File: src/rtl/vld_pkg.sv
// Shared types and encodings for the variable-length instruction decoder.
// Assumes one byte per cycle and a mode nibble in the top half of each specifier.
package vld_pkg;
    typedef enum logic [1:0] {
        ST_OP   = 2'd0,
        ST_SPEC = 2'd1,
        ST_EXT  = 2'd2
    } vld_state_e;

    localparam logic [3:0] MODE_REG     = 4'h5;
    localparam logic [3:0] MODE_REG_IND = 4'h6;
    localparam logic [3:0] MODE_DISP8   = 4'hA;
    localparam logic [3:0] MODE_DISP16  = 4'hC;
    localparam logic [3:0] MODE_DISP32  = 4'hE;
endpackage

File: src/rtl/vld_opcode_table.sv
// Opcode table: maps an opcode byte to its operand count and a legal flag.
// Assumes every count fits in OPS_W bits; unknown opcodes are marked illegal.
module vld_opcode_table #(
    parameter int OPS_W = 3
) (
    input  logic [7:0]       opcode,
    output logic             legal,
    output logic [OPS_W-1:0] count
);
    // Fixed lookup of supported opcodes.
    always_comb begin
        legal = 1'b1;
        count = '0;
        case (opcode)
            8'h01: count = OPS_W'(0);
            8'h05: count = OPS_W'(0);
            8'h16: count = OPS_W'(1);
            8'hD0: count = OPS_W'(2);
            8'hC1: count = OPS_W'(3);
            8'h2C: count = OPS_W'(5);
            8'hFA: count = OPS_W'(6);
            default: legal = 1'b0;
        endcase
    end
endmodule

File: src/rtl/vld_spec_decode.sv
// Specifier mode decode: gives the extension byte count for a mode nibble.
// Assumes reserved modes carry no extension bytes.
module vld_spec_decode
    import vld_pkg::*;
#(
    parameter int EXT_W = 3
) (
    input  logic [3:0]       mode,
    output logic [EXT_W-1:0] ext_cnt,
    output logic             rsvd
);
    // Mode nibble to extension length.
    always_comb begin
        rsvd    = 1'b0;
        ext_cnt = '0;
        case (mode)
            MODE_REG, MODE_REG_IND: ext_cnt = EXT_W'(0);
            MODE_DISP8:             ext_cnt = EXT_W'(1);
            MODE_DISP16:            ext_cnt = EXT_W'(2);
            MODE_DISP32:            ext_cnt = EXT_W'(4);
            default:                rsvd    = 1'b1;
        endcase
    end

    // Reserved modes never request extension bytes.
    always_comb begin
        AST_RSVD_NO_EXT: assert (!(rsvd && ext_cnt != '0));
    end
endmodule

File: src/rtl/vld_ctrl.sv
// Decode state machine: tracks the opcode/specifier/extension position,
// counts operands and extension bytes left, and accumulates the length.
// Assumes a byte is consumed in every cycle where in_valid is high.
module vld_ctrl
    import vld_pkg::*;
#(
    parameter int MAX_OPS = 6,
    parameter int LEN_W   = 6,
    parameter int EXT_W   = 3,
    localparam int OPS_W  = $clog2(MAX_OPS + 1),
    localparam int IDX_W  = $clog2(MAX_OPS)
) (
    input  logic             clk,
    input  logic             rst_n,
    input  logic             in_valid,
    input  logic [7:0]       in_data,
    input  logic             op_legal,
    input  logic [OPS_W-1:0] op_count,
    input  logic [EXT_W-1:0] sd_ext,
    input  logic             sd_rsvd,
    output logic             sop_o,
    output logic             illegal_o,
    output logic             spec_valid_o,
    output logic [3:0]       spec_mode_o,
    output logic [3:0]       spec_reg_o,
    output logic [IDX_W-1:0] spec_idx_o,
    output logic             spec_rsvd_o,
    output logic             done_o,
    output logic [LEN_W-1:0] len_o
);
    vld_state_e       state_q;
    logic [OPS_W-1:0] ops_q;
    logic [EXT_W-1:0] ext_q;
    logic [IDX_W-1:0] idx_q;
    logic [LEN_W-1:0] len_acc_q;
    logic [LEN_W-1:0] len_next;

    // Length including the byte being accepted.
    always_comb len_next = len_acc_q + LEN_W'(1);

    // Advance the decode position by one accepted byte and emit pulses.
    always_ff @(posedge clk) begin
        if (!rst_n) begin
            state_q      <= ST_OP;
            ops_q        <= '0;
            ext_q        <= '0;
            idx_q        <= '0;
            len_acc_q    <= '0;
            sop_o        <= 1'b0;
            illegal_o    <= 1'b0;
            spec_valid_o <= 1'b0;
            spec_mode_o  <= '0;
            spec_reg_o   <= '0;
            spec_idx_o   <= '0;
            spec_rsvd_o  <= 1'b0;
            done_o       <= 1'b0;
            len_o        <= '0;
        end else begin
            sop_o        <= 1'b0;
            illegal_o    <= 1'b0;
            spec_valid_o <= 1'b0;
            done_o       <= 1'b0;
            if (in_valid) begin
                case (state_q)
                    ST_OP: begin
                        if (!op_legal) begin
                            illegal_o <= 1'b1;
                        end else begin
                            sop_o     <= 1'b1;
                            len_acc_q <= LEN_W'(1);
                            idx_q     <= '0;
                            if (op_count == '0) begin
                                done_o <= 1'b1;
                                len_o  <= LEN_W'(1);
                            end else begin
                                ops_q   <= op_count;
                                state_q <= ST_SPEC;
                            end
                        end
                    end
                    ST_SPEC: begin
                        spec_valid_o <= 1'b1;
                        spec_mode_o  <= in_data[7:4];
                        spec_reg_o   <= in_data[3:0];
                        spec_idx_o   <= idx_q;
                        spec_rsvd_o  <= sd_rsvd;
                        len_acc_q    <= len_next;
                        if (sd_ext != '0) begin
                            ext_q   <= sd_ext;
                            state_q <= ST_EXT;
                        end else if (ops_q == OPS_W'(1)) begin
                            done_o  <= 1'b1;
                            len_o   <= len_next;
                            state_q <= ST_OP;
                        end else begin
                            ops_q <= ops_q - OPS_W'(1);
                            idx_q <= idx_q + IDX_W'(1);
                        end
                    end
                    ST_EXT: begin
                        len_acc_q <= len_next;
                        ext_q     <= ext_q - EXT_W'(1);
                        if (ext_q == EXT_W'(1)) begin
                            if (ops_q == OPS_W'(1)) begin
                                done_o  <= 1'b1;
                                len_o   <= len_next;
                                state_q <= ST_OP;
                            end else begin
                                ops_q   <= ops_q - OPS_W'(1);
                                idx_q   <= idx_q + IDX_W'(1);
                                state_q <= ST_SPEC;
                            end
                        end
                    end
                    default: state_q <= ST_OP;
                endcase
            end
        end
    end

    AST_HOLD_NO_VALID: assert property (@(posedge clk) disable iff (!rst_n)
        !in_valid |=> $stable(state_q) && $stable(ops_q) && $stable(ext_q) && !done_o && !sop_o);
    AST_ILLEGAL_RESYNC: assert property (@(posedge clk) disable iff (!rst_n)
        (state_q == ST_OP && in_valid && !op_legal) |=> (state_q == ST_OP) && illegal_o && !sop_o);
    AST_ZERO_OP_DONE: assert property (@(posedge clk) disable iff (!rst_n)
        (state_q == ST_OP && in_valid && op_legal && op_count == '0) |=> done_o && (len_o == LEN_W'(1)));
    AST_EXT_NONZERO: assert property (@(posedge clk) disable iff (!rst_n)
        (state_q == ST_EXT) |-> (ext_q != '0));
    AST_DONE_TO_OPCODE: assert property (@(posedge clk) disable iff (!rst_n)
        done_o |-> (state_q == ST_OP) && (len_o != '0));
    AST_SPEC_IDX_RANGE: assert property (@(posedge clk) disable iff (!rst_n)
        spec_valid_o |-> (int'(spec_idx_o) < MAX_OPS) && !sop_o && !illegal_o);
endmodule

File: src/rtl/vld_top.sv
// Variable-length instruction length decoder top: wires the opcode table,
// the specifier mode decoder and the control state machine.
// Assumes the consumer never stalls; in_ready is held high.
module vld_top #(
    parameter int MAX_OPS = 6,
    parameter int LEN_W   = 6,
    parameter int EXT_W   = 3,
    localparam int OPS_W  = $clog2(MAX_OPS + 1),
    localparam int IDX_W  = $clog2(MAX_OPS)
) (
    input  logic             clk,
    input  logic             rst_n,
    input  logic             in_valid,
    input  logic [7:0]       in_data,
    output logic             in_ready,
    output logic             sop_o,
    output logic             illegal_o,
    output logic             spec_valid_o,
    output logic [3:0]       spec_mode_o,
    output logic [3:0]       spec_reg_o,
    output logic [IDX_W-1:0] spec_idx_o,
    output logic             spec_rsvd_o,
    output logic             done_o,
    output logic [LEN_W-1:0] len_o
);
    logic             op_legal;
    logic [OPS_W-1:0] op_count;
    logic [EXT_W-1:0] sd_ext;
    logic             sd_rsvd;

    // One byte per cycle, never stalled.
    assign in_ready = 1'b1;

    vld_opcode_table #(.OPS_W(OPS_W)) opc_i (
        .opcode (in_data),
        .legal  (op_legal),
        .count  (op_count)
    );

    vld_spec_decode #(.EXT_W(EXT_W)) spd_i (
        .mode    (in_data[7:4]),
        .ext_cnt (sd_ext),
        .rsvd    (sd_rsvd)
    );

    vld_ctrl #(.MAX_OPS(MAX_OPS), .LEN_W(LEN_W), .EXT_W(EXT_W)) ctl_i (
        .clk          (clk),
        .rst_n        (rst_n),
        .in_valid     (in_valid),
        .in_data      (in_data),
        .op_legal     (op_legal),
        .op_count     (op_count),
        .sd_ext       (sd_ext),
        .sd_rsvd      (sd_rsvd),
        .sop_o        (sop_o),
        .illegal_o    (illegal_o),
        .spec_valid_o (spec_valid_o),
        .spec_mode_o  (spec_mode_o),
        .spec_reg_o   (spec_reg_o),
        .spec_idx_o   (spec_idx_o),
        .spec_rsvd_o  (spec_rsvd_o),
        .done_o       (done_o),
        .len_o        (len_o)
    );
endmodule

File: config.mk
export PLATFORM = sky130hd
export DESIGN_NAME = vld_top
export DESIGN_NICKNAME = d
export VERILOG_FILES = /design/src/rtl/vld_pkg.sv /design/src/rtl/vld_opcode_table.sv /design/src/rtl/vld_spec_decode.sv /design/src/rtl/vld_ctrl.sv /design/src/rtl/vld_top.sv
export SDC_FILE = /design/constraint.sdc
export NUM_CORES = 1
export LEC_CHECK = 0
export CAP_MARGIN = 20
export CORE_ASPECT_RATIO = 1.4
export CORE_MARGIN = 3
export CORE_UTILIZATION = 30
export DETAILED_ROUTE_END_ITERATION = 10
export PLACE_DENSITY = 0.57
export SLEW_MARGIN = 10
export SYNTH_ARGS = -nofsm -noshare
export SYNTH_HDL_FRONTEND = slang
export SYNTH_SLANG_ARGS = --single-unit
File: constraint.sdc
create_clock -name clk -period 3.7 [get_ports clk]
set_input_delay 0.925 -clock clk [delete_from_list [all_inputs] [get_ports clk]]
set_output_delay 0.925 -clock clk [all_outputs]
set_load 0.02 [all_outputs]
==> results by group, run 1 <==
Place
  • DP Worst Slack: between 0.4 and 0.5 ns
  • PortBufs: 32
  • Routability cong.: 0.792
  • Placed Cells: 376
  • Post-DP HPWL: 3730 um

Logic synthesis
  • Multiplexer share of the synthesized area: 3.29%
  • Yosys top cell area share: ~37%
  • Synth Warn #: 0
  • Post-synth EDFFs: 0
  • Synth Flop Type: dfxtp_1
  • Commonest cells in the netlist: nand2_1, dfxtp_1, a21oi_1
  • Syn Nets: 285
  • Post-Synth XOR/XNOR Area: between 1 and 1.5%
  • Cells after Synth: 264
  • Synthesized flop and latch total: 39
  • Post-synthesis cell type count: 49
  • Seq/Total Area, Yosys: 36.7%
  • Fraction of the mapped netlist area in simple logic gates: 28.5%
  • Main combinational cell family by area after synthesis: simple AND/OR/NAND/NOR gates
  • Synth area leader: dfxtp_1
  • Avg Inst Size Synth: 8.06 um^2
  • Synth top area cells: dfxtp_1, nand2_1, a21oi_1
  • Cell Area, Synth: roughly 0.0021 mm^2
  • Top-count cell post-synth: nand2_1
  • Synth Area in Adders: 5.88%
  • Compound-gate portion of the synthesized area: 18.9%
  • Synth async-reset ratio: 0%

Timing
  • Worst-Margin Slew: 0.884 ns
  • Final hold violations: 0
  • Max-slew violations: 0
  • Final Cycle Share: about four fifths
  • Clock Skew: 0.00603 ns
  • Fin crit period: approximately 3.0 ns
  • Final setup violation count: 0
  • Upper clock frequency limit: between 300 and 400 MHz
  • Rel. slew slack: 41.1%
  • Fin Setup TNS: 0 ns
  • Unrepaired setup endpoints after global routing: false
  • Slack of the critical path: roughly 0.73 ns

CTS
  • Clk slew on worst S/H paths: 0.08 ns
  • Post-CTS setup buffers: 0
  • TritonCTS clock tree: yes
  • Post-CTS sizing: 0
  • Root buf cell: clkbuf_8
  • Clk_lat worst skew: 0.29 ns
  • CTS Buf Count: 5
  • H-tree depth: 2
  • Clock sink count: 39
  • CTS Hold Bufs: 0
  • CTS max path bufs: 2

Global routing
  • Met1 usage: 13.4%
  • Gr busiest metal: met2
  • Total GRT Usage: 12.6%
  • Largest net degree at the start of global routing: 28
  • GRT Residual Overflow: 0
  • Initial antenna violation count: 0
  • First-pass GRT wire length: 8400 um
  • Vias in the first global route: 1852
  • Met3 Use GR: 2.56%
  • M2 GR Usage: 23.8%

Power and ir drop
  • Tot Pwr: 0.858 mW
  • Leak: 0.869 nW
  • Peak supply drop: 0.000150 V
  • PD cells: 326 mW/mm^2

Floorplanning
  • # rows: 35
  • Chip Width: 77.2 um
  • Core area: 0.00674 mm^2
  • Die height: between 100 and 150 um
  • Ports: 34
  • Die ar.: 0.00815 mm^2
  • Initial Utilization: 31.5%

Critical path
  • Critical path launch point type: input port
  • Crit Path Class: input port to register
  • WP data required: 3.88 ns
  • Crit path DAT: 3.15 ns
  • Crit Path Max Fanout: 11
  • Endpoint type of the worst setup path: register

Detailed routing
  • Via count: around 1900
  • DR vias/cell: 4.92
  • DRT Wirelength: 4960 um
  • DRT Pass-1 Iters: 4
  • First DRT Iteration DRCs: around 90
  • Antenna-violating nets left: 0
  • Avg WL per Cell: 12.9 um
  • DRC errors left: 0

Final layout
  • Layout cell share with drive strength beyond 1: 7.19%
  • Fin cells: 384
  • Final core occ: 39.1%
  • Nets: 312
  • Ant diodes: 0
  • Synth-to-layout area growth: 23.9%

Run
  • Max cap viols: 0

Status
  • Status: finished, final reports clean

Worst hold path
  • Min-Delay Path Class: register to register
cell usage in the layout, fill, tap and decap left out, types with 2 or more instances in the layout:
| cell type | n |
|---|---|
| nor4_2 | 2 |
| a31o_1 | 2 |
| clkdlybuf4s50_1 | 32 |
| and2_1 | 2 |
| xnor2_1 | 2 |
| nand2_1 | 45 |
| a31oi_1 | 3 |
| nand2b_1 | 9 |
| and4_1 | 3 |
| a21oi_1 | 30 |
| inv_1 | 11 |
| nand4_1 | 3 |
| buf_4 | 3 |
| or3_1 | 3 |
| ha_1 | 10 |
| mux2i_1 | 7 |
| nor2b_1 | 4 |
| dfxtp_1 | 39 |
| nor2_1 | 23 |
| clkbuf_8 | 6 |
| nand3_1 | 10 |
| nor3b_1 | 3 |
| nor4_1 | 2 |
| nor3_1 | 5 |
| o21ai_0 | 7 |
final timing paths:
check,from,slack (ns),to,cells past startpoint
worst max-delay path,in_data[5],0.73,ctl_i.ops_q[2]$_SDFFE_PN0P_,7
worst min register to register,ctl_i.len_o[3]$_SDFFE_PN0P_,0.45,ctl_i.len_o[3]$_SDFFE_PN0P_,2
worst max register to register,ctl_i.state_q[0]$_SDFFE_PN0P_,1.29,ctl_i.len_o[1]$_SDFFE_PN0P_,8
worst min-delay path,ctl_i.len_o[3]$_SDFFE_PN0P_,0.45,ctl_i.len_o[3]$_SDFFE_PN0P_,2
per-stage QoR:
stage / cell area, um^2 / hold slack (ns)
6_report: 2640 / 0.452
3_3_place_gp: 2520 / 0.441
5_1_grt: 2640 / 0.484
4_1_cts: 2640 / 0.457
2_1_floorplan: 2130 / 0.449
3_5_place_dp: 2520 / 0.445
power by group:
| part | leakage, nW | internal, mW | switching (mW) |
|---|---|---|---|
| Clock | 0.0612 | 0.218 | 0.147 |
| Combinational | 0.494 | 0.0267 | 0.0421 |
| Sequential | 0.314 | 0.422 | 0.00139 |
| Total | 0.869 | 0.667 | 0.191 |
sequential cells by signal (all words and copies together) (netlist names):
name / flops
ctl_i.spec_mode_o: 4
ctl_i.spec_rsvd_o: 1
ctl_i.state_q: 2
ctl_i.ext_q: 3
ctl_i.sop_o: 1
ctl_i.illegal_o: 1
ctl_i.len_acc_q: 6
ctl_i.spec_idx_o: 3
ctl_i.spec_valid_o: 1
ctl_i.spec_reg_o: 4
ctl_i.done_o: 1
ctl_i.ops_q: 3
ctl_i.len_o: 6
ctl_i.idx_q: 3
cell type report:
type	count	area, um^2
Sequential cell	39	781
Clock buffer	6	82.6
Fill cell	740	4110
Clock inverter	2	35.0
Timing Repair Buffer	35	343
Tap cell	92	115
Multi-Input combinational cell	198	1230
Inverter	12	45.0
routing by layer:
metal | vias up | routed length, um
met5 | - | 0
met4 | 0 | 87
met3 | 8 | 121
met2 | 28 | 2710
met1 | 890 | 2040
li1 | 964 | -
logic make-up after synthesis:
logic type               count (synthesis)
adder cells (fa/ha/maj)                 10
XOR/XNOR                                 3
AO/OA/AOI/OAI                           57
flip-flops                              39
AND/OR/NAND/NOR                        120
buffers and inverters                   27
other                                    1
multiplexers                             7
critical path, cell delays in order:
cell and delay, ns:
clkdlybuf4s50_1 0.58, or3_4 0.41, a2111oi_4 0.41, nor4_2 0.13
a221oi_4 0.39, a21oi_1 0.11, a31o_1 0.19
No activity file was read; power rests on OpenSTA's default activity.
==> run 2, diff against run 1 <==
==> constraint.sdc (replaced) <==
create_clock -name clk -period 2.8 [get_ports clk]
set_input_delay 0.7 -clock clk [delete_from_list [all_inputs] [get_ports clk]]
set_output_delay 0.7 -clock clk [all_outputs]
set_load 0.02 [all_outputs]
==> run 2 against run 1 <==
  * Final area increased by 3.7%
  * Register-to-register slack lost 0.71 ns
  * Routed wire length up 1.8%
  * Critical path type unchanged
  * Largest power group unchanged
==> results by group, run 2 (synthesis gave the netlist of run 1 again) <==
Timing
  • Unrepaired setup endpoints after global routing: false
  • Worst-Margin Slew: 0.577 ns (-0.307 ns)
  • Final Cycle Share: 93.8%
  • Clock Skew: 0.00343 ns (-0.00260 ns)
  • Final hold violations: 0 (unchanged)
  • Max-slew violations: 0 (unchanged)
  • Fin crit period: between 2 and 3 ns
  • Rel. slew slack: 61.1% (+20 points)
  • Final setup violation count: 0 (unchanged)
  • Upper clock frequency limit: 381 MHz

Detailed routing
  • Avg WL per Cell: 12.6 um (-2.3%)
  • First DRT Iteration DRCs: 36 (-59%)
  • DRT Wirelength: 5050 um (+1.8%)
  • DRT Pass-1 Iters: 4 (unchanged)
  • Antenna-violating nets left: 0 (unchanged)
  • DRC errors left: 0 (unchanged)
  • Via count: 1918 (+1.5%)
  • DR vias/cell: 4.80 (-2.6%)

Final layout
  • Ant diodes: 0 (unchanged)
  • Nets: 329 (+5.4%)
  • Layout cell share with drive strength beyond 1: 12.0% (+4.8 points)
  • Fillcell total: 722 (-2.4%)
  • Commonest cells after routing, fill and taps aside: nand2_1, dfxtp_1, clkdlybuf4s50_1
  • Commonest non-fill, non-tap cell in the layout: nand2_1
  • Synth-to-layout area growth: 28.5%
  • Fin cells: 400 (+4.2%)
  • Largest regs: ctl_i.len_acc_q (6), ctl_i.len_o (6)
  • Final core occ: 40.5% (+1.4 points)

Global routing
  • GRT Residual Overflow: 0 (unchanged)
  • Initial antenna violation count: 0 (unchanged)
  • First-pass GRT wire length: 8690 um (+3.4%)
  • Vias in the first global route: 1882 (+1.6%)
  • Largest net degree at the start of global routing: 35 (+25%)
  • Total GRT Usage: 12.9% (+0.33 points)

Critical path
  • CP max-delay cell: clkdlybuf4s50_1
  • Critical path launch point type: input port
  • R2R Setup Slk: 0.58 ns (-0.71 ns)
  • Crit path DAT: 2.79 ns (-0.36 ns)
  • Crit Path Class: input port to register
  • Crit Path Max Fanout: 8 (-3)
  • Register-to-Register Path Depth: 9 (+1)
  • Endpoint of the lowest-slack register-to-register path: ctl_i.idx_q[2]$_SDFFE_PN0P_
  • Max incr delay on CP: 0.59 ns (about the same)
  • Endpoint type of the worst setup path: register
  • WP data required: 2.97 ns (-0.91 ns)
  • Critical Path, Cell by Cell: clkdlybuf4s50_1, nor4_1, and4_1, nor4_2, a221oi_4, mux2i_1, nor2_1
  • Worst reg2reg startpoint: ctl_i.state_q[0]$_SDFFE_PN0P_

Run
  • Max cap viols: 0 (unchanged)

CTS
  • Post-CTS setup buffers: 0 (unchanged)
  • Post-CTS sizing: 0 (unchanged)
  • H-tree depth: 2 (unchanged)
  • Root buf cell: clkbuf_8
  • Clock sink count: 39 (unchanged)
  • CTS Buf Count: 5 (unchanged)
  • Clk slew on worst S/H paths: 0.07 ns (about the same)
  • CTS max path bufs: 2 (unchanged)
  • TritonCTS clock tree: yes
  • Clk_lat worst skew: 0.29 ns (about the same)
  • CTS Hold Bufs: 0 (unchanged)

Floorplanning
  • Ports: 34 (unchanged)
  • Die ar.: 0.00815 mm^2 (unchanged)
  • Chip Width: 77.2 um (unchanged)
  • Die height: 106 um (unchanged)
  • Initial Utilization: 31.5% (unchanged)
  • # rows: 35 (unchanged)
  • Core area: 0.00674 mm^2 (unchanged)

Status
  • Status: finished, final reports clean

Worst hold path
  • Min-Delay Path Class: register to register
  • Hold depth: 2 (unchanged)
  • Worst Hold End: ctl_i.len_o[3]$_SDFFE_PN0P_
  • HP Start: ctl_i.len_o[3]$_SDFFE_PN0P_

Place
  • PortBufs: 32 (unchanged)
  • Placed Cells: 393 (+4.5%)
  • Routability cong.: 0.812 (+2.6%)
  • Post-DP HPWL: 3800 um (+1.9%)

Power and ir drop
  • Leak: 0.936 nW (+7.7%)
  • PD cells: 383 mW/mm^2 (+18%)
  • Peak supply drop: 0.000155 V (+3.1%)
  • Tot Pwr: 1.05 mW (+22%)
[run 2: worst max path at each step]
stage                           from                               to  slack (ns)  cells after the start
after global routing      in_data[5]      ctl_i.ops_q[1]$_SDFFE_PN0P_        0.07                      8
final                     in_data[6]      ctl_i.ops_q[1]$_SDFFE_PN0P_        0.17                      7
after detailed placement  in_data[1]  ctl_i.len_acc_q[5]$_SDFFE_PN0P_       -0.12                      7
after global placement    in_data[3]  ctl_i.len_acc_q[5]$_SDFFE_PN0P_       -0.09                      7
after floorplan           in_data[5]      ctl_i.ops_q[2]$_SDFFE_PN0P_        0.40                      7
after CTS                 in_data[1]      ctl_i.ops_q[2]$_SDFFE_PN0P_        0.19                      7
[run 2: final cells by class]
cell class,instances,area (um^2),area share (%)
inverter,12,45.0,1.65
timing repair buffer,52,470,17.2
multi-input combinational,198,1230,45.1
tap,92,115,4.21
sequential,39,781,28.6
clock inverter,1,5.00,0.183
clock buffer,6,82.6,3.02
[run 2: metrics by stage]
stage               TNS, ns  area (um^2)  hold WS, ns  worst slack [ns]
CTS                       0         2730        0.455             0.193
global placement     -0.768         2650        0.439           -0.0946
finish                    0         2730        0.449             0.174
floorplan                 0         2130        0.449             0.396
detailed placement   -0.944         2650        0.444            -0.115
global route              0         2730        0.475            0.0745
[run 2: layer usage]
layer | GRT usage [%] | part of all wire, %
met1 | 15.2 | 42
met2 | 23.2 | 53
met3 | 2.05 | 3.4
met4 | 4.58 | 1.0
met5 | 0 | 0
[run 2: worst max-delay path, delay by kind of cell]
| kind | cells | cell delay [ns] |
|---|---|---|
| AO/OA/AOI/OAI | 1 | 0.40 |
| buffers and inverters | 1 | 0.59 |
| multiplexers | 1 | 0.24 |
| AND/OR/NAND/NOR | 4 | 0.87 |
[run 2: power by group]
part	switching, mW	internal, mW
logic	0.0577	0.0445
clock network	0.191	0.193
registers	0.00175	0.557
==> run 3, diff against run 2 <==
--- a/config.mk
+++ b/config.mk
@@ -11,6 +11,7 @@
 export CORE_UTILIZATION = 30
 export DETAILED_ROUTE_END_ITERATION = 10
 export PLACE_DENSITY = 0.57
+export REMOVE_ABC_BUFFERS = 1
 export SLEW_MARGIN = 10
 export SYNTH_ARGS = -nofsm -noshare
 export SYNTH_HDL_FRONTEND = slang
==> run 3 against run 2 <==
  * Global-route usage down 0.29 points
  * Clock power shrank 3%
  * Clock skew is 0.0013 ns higher
  * Routed wire length fell by 0.83%
  * Critical path type unchanged
  * Via count is 1.2% higher
  * Worst hold slack better by 0.0037 ns
  * Sequential power about the same
  * Total power shrank 0.95%
  * Fmax grew 1.6%
  * Combinational power is essentially flat
  * Register-to-register slack about the same
  * Critical path depth stayed put
==> results by group, run 3 (synthesis gave the netlist of run 1 again) <==
Detailed routing
  • First DRT Iteration DRCs: 71 (+97%)
  • DRT Wirelength: 5010 um (-0.83%)
  • DRT Pass-1 Iters: 4 (unchanged)
  • DRC errors left: 0 (unchanged)
  • Via count: 1941 (+1.2%)
  • Avg WL per Cell: 12.4 um (-1.6%)
  • Antenna-violating nets left: 0 (unchanged)
  • DR vias/cell: 4.82 (+0.45%)

Worst hold path
  • Min-Delay Path Class: register to register
  • Hold depth: 2 (unchanged)
  • Worst Hold End: ctl_i.len_o[4]$_SDFFE_PN0P_
  • HP Start: ctl_i.len_o[4]$_SDFFE_PN0P_

Timing
  • Slack of the critical path: 0.216 ns (+0.0419 ns)
  • Rel. slew slack: 59.8% (-1.4 points)
  • Final Cycle Share: 92.3% (-1.5 points)
  • Upper clock frequency limit: 387 MHz (+1.6%)
  • Hold WS: 0.453 ns (+0.00368 ns)
  • Final hold violations: 0 (unchanged)
  • Fin crit period: 2.58 ns (-0.0420 ns)
  • Clock Skew: 0.00475 ns (+0.00133 ns)
  • Unrepaired setup endpoints after global routing: false
  • Worst-Margin Slew: 0.599 ns (+0.0218 ns)
  • Max-slew violations: 0 (unchanged)
  • Final setup violation count: 0 (unchanged)

Final layout
  • Nets: 331 (+0.61%)
  • Fillcell total: 725 (+0.42%)
  • Ant diodes: 0 (unchanged)
  • Layout cell share with drive strength beyond 1: 12.5% (+0.53 points)
  • Commonest cells after routing, fill and taps aside: nand2_1, dfxtp_1, clkdlybuf4s50_1
  • Synth-to-layout area growth: 29.1%
  • Commonest non-fill, non-tap cell in the layout: nand2_1
  • Largest regs: ctl_i.len_acc_q (6), ctl_i.len_o (6)

Place
  • Routability cong.: 0.767 (-5.5%)
  • DP Worst Slack: -0.0850 ns (+0.0305 ns)
  • PortBufs: 32 (unchanged)
  • Post-DP HPWL: 3660 um (-3.6%)

Run
  • Max cap viols: 0 (unchanged)

Critical path
  • Crit Path Class: input port to register
  • Critical path launch point type: input port
  • WP data required: 2.98 ns (about the same)
  • R2R Setup Slk: 0.57 ns (about the same)
  • Register-to-Register Path Depth: 9 (unchanged)
  • Endpoint of the lowest-slack register-to-register path: ctl_i.idx_q[2]$_SDFFE_PN0P_
  • Crit Path Max Fanout: 5 (-3)
  • Worst reg2reg startpoint: ctl_i.state_q[0]$_SDFFE_PN0P_
  • Endpoint type of the worst setup path: register
  • Crit path DAT: 2.77 ns (-0.02 ns)

CTS
  • CTS Hold Bufs: 0 (unchanged)
  • Clk_lat worst skew: 0.29 ns (about the same)
  • Clock sink count: 39 (unchanged)
  • Root buf cell: clkbuf_8
  • Post-CTS sizing: 0 (unchanged)
  • Post-CTS setup buffers: 0 (unchanged)
  • CTS Buf Count: 5 (unchanged)
  • TritonCTS clock tree: yes
  • CTS max path bufs: 2 (unchanged)
  • H-tree depth: 2 (unchanged)
  • Clk slew on worst S/H paths: 0.08 ns (about the same)

Floorplanning
  • Chip Width: 77.2 um (unchanged)
  • Ports: 34 (unchanged)
  • Core area: 0.00674 mm^2 (unchanged)
  • # rows: 35 (unchanged)
  • Die height: 106 um (unchanged)
  • Die ar.: 0.00815 mm^2 (unchanged)
  • Initial Utilization: 31.5% (unchanged)

Power and ir drop
  • PD cells: 377 mW/mm^2 (-1.4%)
  • Leak: 0.940 nW (+0.40%)
  • Internal: 0.776 mW (-2.4%)
  • Combinational power share: 9.8% (about the same)
  • Sw Pwr: 0.260 mW (+3.7%)
  • Peak supply drop: 0.000205 V (+32%)
  • Clock power frac: 36.2% (-0.6 points)
  • Flop pwr share: 54.0% (+0.5 points)
  • Net Sw Frac: 25.1% (+1.1 points)

Global routing
  • Initial antenna violation count: 0 (unchanged)
  • Vias in the first global route: 1864 (-0.96%)
  • Total GRT Usage: 12.6% (-0.29 points)
  • Largest net degree at the start of global routing: 35 (unchanged)
  • GRT Residual Overflow: 0 (unchanged)
  • First-pass GRT wire length: 8510 um (-2.0%)

Status
  • Status: finished, final reports clean
-- run 3: cell types whose count changed in the layout (fill, tap and decap cells not counted) --
cell	before	now
buf_4	20	22
clkbuf_8	6	5
clkinvlp_4	0	1
clkbuf_1	0	1
-- run 3: layout make-up --
class | count | area [um^2] | area share [%]
Clock buffer | 6 | 72.6 | 2.64
Tap cell | 92 | 115 | 4.19
Inverter | 12 | 45.0 | 1.64
Multi-Input combinational cell | 198 | 1230 | 44.9
Timing Repair Buffer | 54 | 485 | 17.7
Clock inverter | 2 | 12.5 | 0.456
Sequential cell | 39 | 781 | 28.4
-- run 3: how the worst max path moves through the flow --
| stage | from | endpoint | slack (ns) | cells past startpoint |
|---|---|---|---|---|
| 5_1_grt | in_data[7] | ctl_i.ops_q[1]$_SDFFE_PN0P_ | 0.1 | 7 |
| 6_report | in_data[3] | ctl_i.ops_q[2]$_SDFFE_PN0P_ | 0.22 | 7 |
| 2_1_floorplan | in_data[3] | ctl_i.ops_q[2]$_SDFFE_PN0P_ | 0.46 | 6 |
| 4_1_cts | in_data[3] | ctl_i.ops_q[2]$_SDFFE_PN0P_ | 0.22 | 7 |
| 3_5_place_dp | in_data[3] | ctl_i.ops_q[2]$_SDFFE_PN0P_ | -0.08 | 7 |
| 3_3_place_gp | in_data[3] | ctl_i.len_acc_q[5]$_SDFFE_PN0P_ | -0.05 | 7 |
-- run 3: critical path, stage by stage --
cell	delay [ns]
clkdlybuf4s50_1	0.41
or3_4	0.41
a2111oi_4	0.42
nor4_2	0.14
a221oi_4	0.38
a21oi_1	0.11
a31o_1	0.20
-- run 3: metal layers --
metal	global-route usage (%)	routed length [um]	vias to the layer above
met3	2.74	221	6
met4	3.44	68	0
met1	15.4	2290	888
met2	22.1	2430	44
met5	0	0	-
li1	-	-	1003
-- run 3: stage by stage --
stage | area, um^2 | power (mW) | cells | util (%) | setup TNS, ns
global placement | 2660 | 0.674 | 395 | 39.4 | -0.263
detailed placement | 2660 | 0.675 | 395 | 39.4 | -0.428
floorplan | 2060 | 0.617 | 249 | - | 0
CTS | 2750 | 1.06 | 403 | 40.7 | 0
finish | 2750 | 1.04 | 403 | 40.7 | 0
global route | 2750 | 1.08 | 403 | 40.7 | 0
-- run 3: power groups by stage --
stage | logic (mW) | registers [mW] | clock network, mW
5_1_grt | 0.112 | 0.560 | 0.413
4_1_cts | 0.103 | 0.559 | 0.396
3_5_place_dp | 0.103 | 0.572 | 0
2_1_floorplan | 0.0415 | 0.575 | 0
6_report | 0.102 | 0.559 | 0.375
3_3_place_gp | 0.102 | 0.572 | 0
